--- src/rtl/mc_timing_pkg.sv ---
package mc_timing_pkg;
  localparam int unsigned CNT_W    = 16;
  localparam int unsigned RATIO_W  = 8;
  localparam int unsigned NUM_SAMP = 16;

  typedef struct packed {
    logic adc;
    logic foc;
    logic exc;
    logic samp;
    logic pos;
  } strobe_t;
endpackage

--- src/rtl/mc_pwm_timer.sv ---
module mc_pwm_timer #(
  parameter int unsigned CNT_W   = 16,
  parameter int unsigned RATIO_W = 8
) (
  input  logic               clk_i,
  input  logic               rst_ni,
  input  logic               en_i,
  input  logic [CNT_W-1:0]   period_i,
  input  logic [RATIO_W-1:0] ratio_i,
  output logic [CNT_W-1:0]   cnt_o,
  output logic               cyc_last_o,
  output logic               res_last_o
);
  logic [RATIO_W-1:0] idx_q;

  assign cyc_last_o = (cnt_o == period_i - CNT_W'(1));
  assign res_last_o = cyc_last_o && (idx_q == ratio_i - RATIO_W'(1));

  always_ff @(posedge clk_i or negedge rst_ni) begin
    if (!rst_ni) begin
      cnt_o <= '0;
      idx_q <= '0;
    end else if (!en_i) begin
      cnt_o <= '0;
      idx_q <= '0;
    end else if (cyc_last_o) begin
      cnt_o <= '0;
      idx_q <= res_last_o ? '0 : idx_q + RATIO_W'(1);
    end else begin
      cnt_o <= cnt_o + CNT_W'(1);
    end
  end
endmodule

--- src/rtl/mc_res_sampler.sv ---
module mc_res_sampler #(
  parameter int unsigned RW       = 24,
  parameter int unsigned NUM_SAMP = 16,
  localparam int unsigned IDX_W   = $clog2(NUM_SAMP),
  localparam int unsigned PTR_W   = $clog2(NUM_SAMP + 1)
) (
  input  logic                   clk_i,
  input  logic                   rst_ni,
  input  logic                   en_i,
  input  logic                   wrap_i,
  input  logic [NUM_SAMP*RW-1:0] ofs_i,
  output logic [RW-1:0]          rcnt_o,
  output logic                   hit_o,
  output logic [IDX_W-1:0]       hit_idx_o
);
  logic [RW-1:0]    ofs [NUM_SAMP];
  logic [PTR_W-1:0] ptr_q;
  logic             live;

  for (genvar g = 0; g < NUM_SAMP; g++) begin : g_unpack
    assign ofs[g] = ofs_i[g*RW +: RW];
  end

  assign live      = (ptr_q < PTR_W'(NUM_SAMP));
  assign hit_idx_o = ptr_q[IDX_W-1:0];
  assign hit_o     = live && (rcnt_o == ofs[hit_idx_o]);

  always_ff @(posedge clk_i or negedge rst_ni) begin
    if (!rst_ni) begin
      rcnt_o <= '0;
      ptr_q  <= '0;
    end else if (!en_i || wrap_i) begin
      rcnt_o <= '0;
      ptr_q  <= '0;
    end else begin
      rcnt_o <= rcnt_o + RW'(1);
      if (hit_o) ptr_q <= ptr_q + PTR_W'(1);
    end
  end
endmodule

--- src/rtl/mc_timing_gen.sv ---
module mc_timing_gen
  import mc_timing_pkg::*;
#(
  parameter int unsigned P_CNT_W    = CNT_W,
  parameter int unsigned P_RATIO_W  = RATIO_W,
  parameter int unsigned P_NUM_SAMP = NUM_SAMP,
  localparam int unsigned RW        = P_CNT_W + P_RATIO_W,
  localparam int unsigned IDX_W     = $clog2(P_NUM_SAMP)
) (
  input  logic                     clk_i,
  input  logic                     rst_ni,
  input  logic                     en_i,
  input  logic [P_CNT_W-1:0]       pwm_period_i,
  input  logic [P_CNT_W-1:0]       foc_delay_i,
  input  logic [P_RATIO_W-1:0]     res_ratio_i,
  input  logic [P_NUM_SAMP*RW-1:0] samp_ofs_i,
  output logic                     adc_strobe_o,
  output logic                     foc_start_o,
  output logic                     res_exc_o,
  output logic                     res_samp_o,
  output logic [IDX_W-1:0]         res_samp_idx_o,
  output logic                     pos_tick_o
);
  logic [P_CNT_W-1:0] pwm_cnt;
  logic               cyc_last, res_last;
  logic [RW-1:0]      rcnt;
  logic               hit;
  logic [IDX_W-1:0]   hit_idx;
  strobe_t            stb_d, stb_q;
  logic [IDX_W-1:0]   idx_q;

  mc_pwm_timer #(.CNT_W(P_CNT_W), .RATIO_W(P_RATIO_W)) u_pwm (
    .clk_i, .rst_ni, .en_i,
    .period_i  (pwm_period_i),
    .ratio_i   (res_ratio_i),
    .cnt_o     (pwm_cnt),
    .cyc_last_o(cyc_last),
    .res_last_o(res_last)
  );

  mc_res_sampler #(.RW(RW), .NUM_SAMP(P_NUM_SAMP)) u_samp (
    .clk_i, .rst_ni, .en_i,
    .wrap_i   (res_last),
    .ofs_i    (samp_ofs_i),
    .rcnt_o   (rcnt),
    .hit_o    (hit),
    .hit_idx_o(hit_idx)
  );

  always_comb begin
    stb_d.adc  = (pwm_cnt == '0);
    stb_d.foc  = (pwm_cnt == foc_delay_i);
    stb_d.exc  = (rcnt == '0);
    stb_d.samp = hit;
    stb_d.pos  = res_last;
  end

  always_ff @(posedge clk_i or negedge rst_ni) begin
    if (!rst_ni) begin
      stb_q <= '0;
      idx_q <= '0;
    end else if (!en_i) begin
      stb_q <= '0;
      idx_q <= '0;
    end else begin
      stb_q <= stb_d;
      idx_q <= hit ? hit_idx : '0;
    end
  end

  assign adc_strobe_o   = stb_q.adc;
  assign foc_start_o    = stb_q.foc;
  assign res_exc_o      = stb_q.exc;
  assign res_samp_o     = stb_q.samp;
  assign res_samp_idx_o = idx_q;
  assign pos_tick_o     = stb_q.pos;

  logic unused_cyc;
  assign unused_cyc = cyc_last;
endmodule

--- config.mk ---
export PLATFORM = sky130hd
export DESIGN_NAME = mc_timing_gen
export DESIGN_NICKNAME = d
export VERILOG_FILES = /design/src/rtl/mc_timing_pkg.sv /design/src/rtl/mc_pwm_timer.sv /design/src/rtl/mc_res_sampler.sv /design/src/rtl/mc_timing_gen.sv
export SDC_FILE = /design/constraint.sdc
export NUM_CORES = 1
export LEC_CHECK = 0
export ABC_AREA = 1
export ABC_CLOCK_PERIOD_IN_PS = 6260
export CAP_MARGIN = 20
export CELL_PAD_IN_SITES_DETAIL_PLACEMENT = 1
export CELL_PAD_IN_SITES_GLOBAL_PLACEMENT = 1
export CORE_MARGIN = 2
export CORE_UTILIZATION = 28
export DETAILED_ROUTE_END_ITERATION = 7
export GPL_TIMING_DRIVEN = 1
export HOLD_SLACK_MARGIN = 0.12
export PLACE_DENSITY = 0.84
export SLEW_MARGIN = 20
export SYNTH_ARGS = -nofsm -noshare
export SYNTH_HDL_FRONTEND = slang
export SYNTH_SLANG_ARGS = --single-unit
--- constraint.sdc ---
create_clock -name clk_i -period 6.26 [get_ports clk_i]
set_input_delay 0.939 -clock clk_i [delete_from_list [all_inputs] [get_ports clk_i]]
set_output_delay 0.939 -clock clk_i [all_outputs]
set_load 0.01 [all_outputs]
## Yosys cells after proc, flatten, opt, wreduce, memory -nomap -nowiden

Index checks and enable logic that the tools add are counted.

- Word-level logic and storage cells: 45
- Bits of input ports: 427
- Flip-flop bits (word level): 62
- Output and inout bits: 9

- Multiplexer cells: 14
- $add $sub $neg: 6
- $lt $le $gt $ge: 2
- Bitwise logic cells: 1
- Equal/unequal tests: 5
- Reduce and logical (&&, ||, !) cells: 7

Operators by type and width:

| cell | number |
|---|---|
| $bmux 24 s4 | 1 |
| $mux 24 | 3 |
| $eq 16x16->1 | 2 |
| $mux 16 | 2 |
| $add 24x1->24 const B | 1 |
| $eq 24x24->1 | 1 |
| $logic_not 24->1 | 1 |
| $mux 8 | 3 |
| $add 16x1->16 const B | 1 |
| $logic_not 16->1 | 1 |
| $sub 16x1->16 const B | 1 |
| $mux 5 | 3 |
| $add 8x1->8 const B | 1 |
| $eq 8x8->1 | 1 |
| $mux 4 | 2 |
| $sub 8x1->8 const B | 1 |
| $add 5x1->5 const B | 1 |
| $ge 5x5->1 const B | 1 |
| $lt 5x5->1 const B | 1 |
| $not 4->5 | 1 |
| $logic_and 1x1->1 | 2 |
| $ne 2x1->1 const B | 1 |
| $reduce_bool 2->1 | 1 |
| $logic_not 1->1 | 1 |
| $logic_or 1x1->1 | 1 |

## Longest topological paths before layout

Gate-level depths: netlist of run 1.

- Word-level depth: 8
- Depth in mapped cells: 20
- Mapped depth without buffers: 18

## Cells and area by module

Synthesis of run 1 repeated with hierarchy kept, for this count alone.

- Cells, all modules: 1732
- Area, all modules: 9019.9 µm²

Modules (own cells, without submodules):

| module | cells each | sequential area each (µm²) | area each (µm²) | instances |
|---|---|---|---|---|
| mc_res_sampler | 1242 | 725.7 | 5959.5 | 1 |
| mc_pwm_timer | 381 | 600.6 | 2397.3 | 1 |
| mc_timing_gen | 109 | 225.2 | 663.1 | 1 |

## Worst setup path after synthesis of run 1

Ideal clock, no wire load.

- Path kind: in2reg
- From: input port res_ratio_i[0]
- To: register u_samp.rcnt_o[5]
- Path buffers: 1
- Stages: 12
- Slack: 3498 ps
- Data required time: 6125 ps
- Arrival: 2627 ps
- Library setup time: 135 ps
- Cells stage by stage: inv_1 > ha_1 > xnor2_1 > xor2_1 > nand2_1 > nor2_1 > nand3_1 > nor3b_1 > nand2_2 > nand2_1 > buf_4 > nor3_1

- Longest elaborated chain between the ends: 5

Ends and longest elaborated chain:

| what | line | RTL |
|---|---|---|
| start, declared | mc_timing_gen.sv:15 | `input logic [P_RATIO_W-1:0] res_ratio_i,` |
| $sub 8x1->8 | mc_pwm_timer.sv:17 | `assign res_last_o = cyc_last_o && (idx_q == ratio_i - RATIO_W'(1));` |
| $eq 8x8->1 | mc_pwm_timer.sv:17 |  |
| $logic_and 1x1->1 | mc_pwm_timer.sv:17 |  |
| $logic_or 1x1->1 | mc_res_sampler.sv:32 | `end else if (!en_i \|\| wrap_i) begin` |
| $mux 24 | mc_res_sampler.sv:32 |  |
| end signal, assigned | mc_res_sampler.sv:36 | `rcnt_o <= rcnt_o + RW'(1);` |
| end, declared | mc_res_sampler.sv:12 | `output logic [RW-1:0] rcnt_o,` |

No other way between the ends.
A chain may end at the register's enable or synchronous reset.

## Final worst setup path of run 1

- From: input port res_ratio_i[0]
- To: register u_samp.rcnt_o[15]

The elaborated chain is that of the path after synthesis.

==> qor.yml, run 1 <==
critical_path:
  crit_slowest_cell: "nand2_1"
  r2r-start: "u_samp.ptr_q[0]$_DFFE_PN0P_"
  crit_path_start_kind: "input pin"
  r2r_cells: 18
  endpoint_kind: "flop"
  path_cells: "clkdlybuf4s50_1 > inv_1 > ha_1 > xnor2_1 > xor2_1 > nand2_1 > nor2_1 > nand3_1 > nor3b_1 > nand2_2 > nand2_1 > nor3_1"
  cp_data_arrival_time_ns: 3.88
  critical_path_required_ns: 6.42
  crit_type: "in2reg"
  r2r_end: "u_samp.ptr_q[0]$_DFFE_PN0P_"
  slowest_delay_ns: 0.64
  regToRegSetupSlack_ns: 2.71
  cp_max_fo: 22
  cp_common_cell: "nand2_1"
timing:
  fmax_mhz: 269.0
  whs_ns: 0.5173
  post-route-period-util: 0.5939
  fin_crit_ns: 3.718
  clock_skew_ns: 0.009069
  fin_setup_tns_ns: 0
  rsz0062_at_grt: "no"
  tightest_slew_ns: 1.062
  relSlewSlack: 0.2918
  hold_violations: 0
  slew_viol_final: 0
  setup_viol: 0
cells_and_area:
  fillers: 4420
  fin_nets: 2565
  areaGrowthSynthToFinish_pct: 53.47
  final_layout_size_suffix_gt1_frac: 0.02576
die:
  io_pins: 436
  die_w_um: 184.3
  rows: 66
  coreArea_sq_um: 32290
  start_util: 0.2818
  die_y_um: 184.3
  die_area_sq_um: 33950
place:
  gp_congestion: 0.9302
  port_buffers: 435
  dp_hpwl_um: 37290
min_path:
  holdCritPathClass: "reg2reg"
  worstHoldPathCells: 1
  min_from: "u_pwm.cnt_o[0]$_DFF_PN0_"
  hold_end: "u_pwm.cnt_o[0]$_DFF_PN0_"
power:
  vdd_drop_max_v: 0.0001045
  fin_total_pwr_mw: 1.433
  p_leak_nw: 6.838
  p_per_area_nw_per_um2: 102.6
synthesis:
  synth_fp_nets: 2196
  seq_area_frac_synth: 0.1705
  syn_avg_cell_area_sq_um: 5.166
  syn_inst: 1761
  yosysUniqueCellTypes: 39
  netlist_area_sq_um: 9097
  ys_ff_latch: 62
  async_flop_share: 1.000
  yosysWarnings: 0
  synth_flop_cell: "dfrtp_1"
  synth-edff-count: 0
global_routing:
  grt_use_met1: 0.3022
  grt_usage: 0.2667
  grt_pass1_vias: 12616
  grt_max_degree: 101
  met2_usage: 0.4877
  antenna_found_initial: 14
  gr-total-overflow: 0
  busiest_layer: "met2"
  grt_pass1_wl_um: 69810
  gr-usage-met3: 0.05888
route:
  antenna_left: 0
  vias: 12399
  wl_per_cell_um: 17.91
  wirelength_um: 46340
  drt_iter0_markers: 558
  via_per_inst: 4.791
  drc_errors: 0
  drt_pre_antenna_iters: 5
status:
  outcome: "complete, no violations"
cts:
  clkSinkCount: 62
  cts_tree: "yes"
  cts_root_buf: "clkbuf_16"
  cts_hold_buf: 0
  postCtsSetupRepairBufs: 0
  cts.path.max_buffers: 2
  cts_resized: 0
  path_clk_slew_ns: 0.06
  insertion_delay_ns: 0.33
  numCtsBuffers: 9
  cts.htree.levels: 3
run:
  cap_violations: 0
## cells by family (layout without fill, tap and decap cells)
family / Yosys count / after routing / synth area share
flops: 62 / 62 / 0.1705
fa+ha+maj: 8 / 8 / 0.01100
buf+inv: 344 / 718 / 0.1576
other cells: 0 / 11 / 0
compound gates: 102 / 102 / 0.05983
xor+xnor: 55 / 55 / 0.05749
simple gates: 1190 / 1190 / 0.5435
## final cells by class
type / count / area [sq um] / share of cell area
clock inverter: 6 / 86.33 / 0.006183
timing repair buffer: 442 / 4414 / 0.3162
sequential: 62 / 1559 / 0.1117
clock buffer: 10 / 229.0 / 0.01640
multi-input combinational: 1355 / 6112 / 0.4378
inverter: 260 / 980.9 / 0.07026
antenna: 11 / 27.53 / 0.001972
tap: 442 / 553.0 / 0.03961
## registers in the layout (all words and copies together) (netlist names)
name,cells
adc_strobe_o,1
foc_start_o,1
pos_tick_o,1
res_exc_o,1
res_samp_idx_o,4
res_samp_o,1
u_pwm.cnt_o,16
u_pwm.idx_q,8
u_samp.ptr_q,5
u_samp.rcnt_o,24
## synthesized netlist by cell type (all sizes together) (2+ instances only)
cell	n	area share
clkinv	4	0.0016
buf	68	0.044
nand4	19	0.013
or2	4	0.0028
a221oi	3	0.0029
ha	8	0.011
a31oi	2	0.0014
a211oi	2	0.0016
o211ai	2	0.0016
xor2	42	0.040
inv	256	0.11
dfrtp	62	0.17
nor3	27	0.017
xnor2	10	0.0096
nor2	191	0.082
o22ai	2	0.0014
nand3	213	0.12
nor3b	3	0.0025
nand3b	2	0.0016
nor4	12	0.0089
a21oi	20	0.011
nand2	718	0.30
clkbuf	16	0.0066
xnor3	3	0.0074
o21ai	70	0.039
## worst max-delay path: cells and delay by family
kind / cells / cell delay, ns
and+or+nand+nor: 7 / 1.74
buffers and inverters: 2 / 0.56
adders and majority gates: 1 / 0.22
xor gates and xnor gates: 2 / 0.41
## metrics by stage
step | setup slack (ns) | utilization | std cells | cell area, sq um
6_report | 2.542 | 0.4324 | 2588 | 13960
4_1_cts | 2.531 | 0.4316 | 2577 | 13930
5_1_grt | 2.285 | 0.4324 | 2588 | 13960
3_3_place_gp | 2.319 | 0.4218 | 2561 | 13620
2_1_floorplan | 3.498 | - | 1761 | 9097
3_5_place_dp | 2.194 | 0.4218 | 2561 | 13620
## layout by cell type, fill, tap and decap left out, types with 2 or more instances in the layout
cell,count
xnor2_1,10
xor2_1,42
inv_1,247
nor4_1,11
o21ai_1,23
nand3b_1,2
inv_2,8
xnor3_1,3
nand4_1,19
buf_4,6
or2_2,4
clkbuf_16,9
clkinv_2,2
nand3_1,212
o22ai_1,2
o211ai_1,2
dfrtp_4,2
a31oi_1,2
o21ai_0,47
a221oi_1,3
nand2_1,717
nor3_1,23
nor2_1,182
ha_1,8
clkdlybuf4s50_1,434
nor3_2,4
a21oi_1,19
bufinv_16,2
diode_2,11
dfrtp_1,60
a211oi_1,2
nor2_2,8
nor3b_1,3
clkinv_1,4
## routing by layer
metal,share of wire,wire (um)
met4,0.033,1539
met2,0.50,22950
met5,0,0
met3,0.059,2744
met1,0.41,19110
## worst max path at each step
stage | to | depth (start not counted) | start | slack [ns]
floorplan | u_samp.rcnt_o[5]$_DFF_PN0_ | 12 | res_ratio_i[0] | 3.50
CTS | u_samp.rcnt_o[15]$_DFF_PN0_ | 12 | res_ratio_i[0] | 2.53
global route | u_samp.rcnt_o[15]$_DFF_PN0_ | 12 | res_ratio_i[0] | 2.28
detailed placement | u_samp.rcnt_o[15]$_DFF_PN0_ | 12 | res_ratio_i[0] | 2.19
finish | u_samp.rcnt_o[15]$_DFF_PN0_ | 12 | res_ratio_i[0] | 2.54
global placement | u_samp.rcnt_o[15]$_DFF_PN0_ | 12 | res_ratio_i[0] | 2.32
## report_power, final
| group | total, mW | switching (mW) | internal [mW] |
|---|---|---|---|
| Sequential | 0.417 | 0.00951 | 0.407 |
| Combinational | 0.484 | 0.177 | 0.307 |
| Clock | 0.532 | 0.184 | 0.348 |
| Total | 1.43 | 0.371 | 1.06 |
(Power assumes the default switching activity.)
==> run 2, diff against run 1 <==
Settings changed: ABC_CLOCK_PERIOD_IN_PS 6260 to 3000, CORE_UTILIZATION 28 to 24, PLACE_DENSITY 0.84 to 0.76.
Clock period 6.26 ns to 3 ns, I/O delays scaled along.
==> qor.yml, run 2 (synthesis gave the netlist of run 1 again) <==
cts:
  cts_root_buf: "clkbuf_16"
  path_clk_slew_ns: 0.06
  postCtsSetupRepairBufs: 0
  numCtsBuffers: 9
  cts.htree.levels: 3
  cts_tree: "yes"
  clkSinkCount: 62
  cts_hold_buf: 0
  insertion_delay_ns: 0.34
  cts.path.max_buffers: 2
  cts_resized: 0
die:
  die_w_um: 198.7
  die_y_um: 198.7
  coreArea_sq_um: 37490
  io_pins: 436
  start_util: 0.2427
  die_area_sq_um: 39480
  rows: 71
power:
  fin_total_pwr_mw: 2.964
  seq_power_share: 0.293
  p_int_mw: 2.144
  vdd_drop_max_v: 0.0002767
  p_per_area_nw_per_um2: 206.4
  power.share.combinational: 0.346
  p_sw_mw: 0.8198
  power.share.switching: 0.2766
  p_leak_nw: 7.012
  clock_power_share: 0.361
route:
  drt_pre_antenna_iters: 4
  wl_per_cell_um: 17.76
  drc_errors: 0
  antenna_left: 0
  wirelength_um: 47670
  vias: 12549
  via_per_inst: 4.674
  drt_iter0_markers: 520
timing:
  setup_ws_ns: 0.2798
  setup_viol: 0
  clock_skew_ns: 0.006289
  tightest_slew_ns: 0.8479
  fin_crit_ns: 2.720
  hold_violations: 0
  rsz0062_at_grt: "no"
  post-route-period-util: 0.9067
  relSlewSlack: 0.4347
  fmax_mhz: 367.6
  slew_viol_final: 0
cells_and_area:
  multi_input_area_sq_um: 6112
  final_layout_size_suffix_gt1_frac: 0.03883
  final_cells: 2685
  top_regs: "u_samp.rcnt_o: 24 flops, u_pwm.cnt_o: 16 flops, u_pwm.idx_q: 8 flops"
  final_common_cell: "nand2_1"
  final_cell_area_sq_um: 14360
  fillers: 5095
  areaGrowthSynthToFinish_pct: 57.89
  mostFrequentLayoutCells: "nand2_1 (717), clkdlybuf4s50_1 (434), inv_1 (247)"
  top_register: "u_samp.rcnt_o"
  largest_reg_flops: 24
  fin_nets: 2593
  seq_area_sq_um: 1559
place:
  pre_cts_ws_ns: -0.02431
  dp_hpwl_um: 38900
  dp.cells: 2658
  port_buffers: 435
  gp_congestion: 0.8864
  dpl_cell_area_sq_um: 14040
global_routing:
  grt_pass1_wl_um: 71760
  grt_usage: 0.2362
  grt_max_degree: 91
  met2_usage: 0.4206
  gr-usage-met3: 0.04476
  grt_use_met1: 0.2844
  busiest_layer: "met2"
  antenna_found_initial: 11
  grt_pass1_vias: 12736
  gr-total-overflow: 0
critical_path:
  cp_data_arrival_time_ns: 2.99
  endpoint_kind: "flop"
  crit_type: "reg2reg"
  slowest_delay_ns: 0.50
  cp_num_buf_inv: 3
  cp_top_family: "simple AND/OR/NAND/NOR gates"
  critical_path_required_ns: 3.27
  cp_max_fo: 60
  crit_slowest_cell: "dfrtp_4"
  path_cells: "inv_4 > buf_12 > nand2_1 > nand3_1 > nand2_1 > nand2_1 > nand2_1 > inv_1 > nand2_1 > nand2_1 > nand2_1 > nor2_1 > nand2_1 > nor2_1 > nand2_1 > nor2_2 > nand2_1 > a21oi_1"
  crit_path_start_kind: "flop"
  cp_common_cell: "nand2_1"
status:
  outcome: "complete, no violations"
run:
  cap_violations: 0
min_path:
  holdCritPathClass: "in2async"
-- run 2: per-stage QoR --
step / util / TNS (ns) / hold slack [ns]
2_1_floorplan: - / 0 / 0.1544
5_1_grt: 0.3832 / 0 / 0.2716
4_1_cts: 0.3824 / 0 / 0.2539
3_5_place_dp: 0.3745 / -0.04256 / 0.5246
3_3_place_gp: 0.3745 / 0 / 0.5009
6_report: 0.3832 / 0 / 0.2077
-- run 2: area by class of cell --
class,instances,area share
clock inverters,7,0.005052
multi-input cells,1355,0.4255
flip-flops and latches,62,0.1085
clock buffers,9,0.01568
repair buffers,470,0.3307
inverters,260,0.06812
well taps,511,0.04451
diodes,11,0.001916
-- run 2: final timing paths --
check	cells after the start	endpoint	start	slack, ns
setup / recovery	18	u_samp.ptr_q[4]$_DFFE_PN0P_	u_samp.ptr_q[0]$_DFFE_PN0P_	0.28
hold / removal	1	adc_strobe_o$_DFF_PN0_	rst_ni	0.21
setup reg to reg	18	u_samp.ptr_q[4]$_DFFE_PN0P_	u_samp.ptr_q[0]$_DFFE_PN0P_	0.28
hold reg to reg	1	u_pwm.cnt_o[0]$_DFF_PN0_	u_pwm.cnt_o[0]$_DFF_PN0_	0.54
max in group asynchronous	2	u_samp.rcnt_o[8]$_DFF_PN0_	rst_ni	2.09
min in group clk_i	1	u_pwm.cnt_o[0]$_DFF_PN0_	u_pwm.cnt_o[0]$_DFF_PN0_	0.54
-- run 2: metal layers --
| metal | share of wire | up-vias | wire length (um) |
|---|---|---|---|
| met5 | 0 | - | 0 |
| met4 | 0.029 | 0 | 1363 |
| met3 | 0.054 | 61 | 2587 |
| met2 | 0.49 | 310 | 23250 |
| met1 | 0.43 | 5973 | 20470 |
| li1 | - | 6205 | - |
-- run 2: power groups by stage --
stage	sequential (mW)	clock, mW	combinational (mW)
CTS	0.870	1.09	1.04
finish	0.870	1.07	1.02
global placement	0.884	0	1.01
floorplan	0.878	0	0.322
detailed placement	0.885	0	1.03
global route	0.872	1.13	1.13
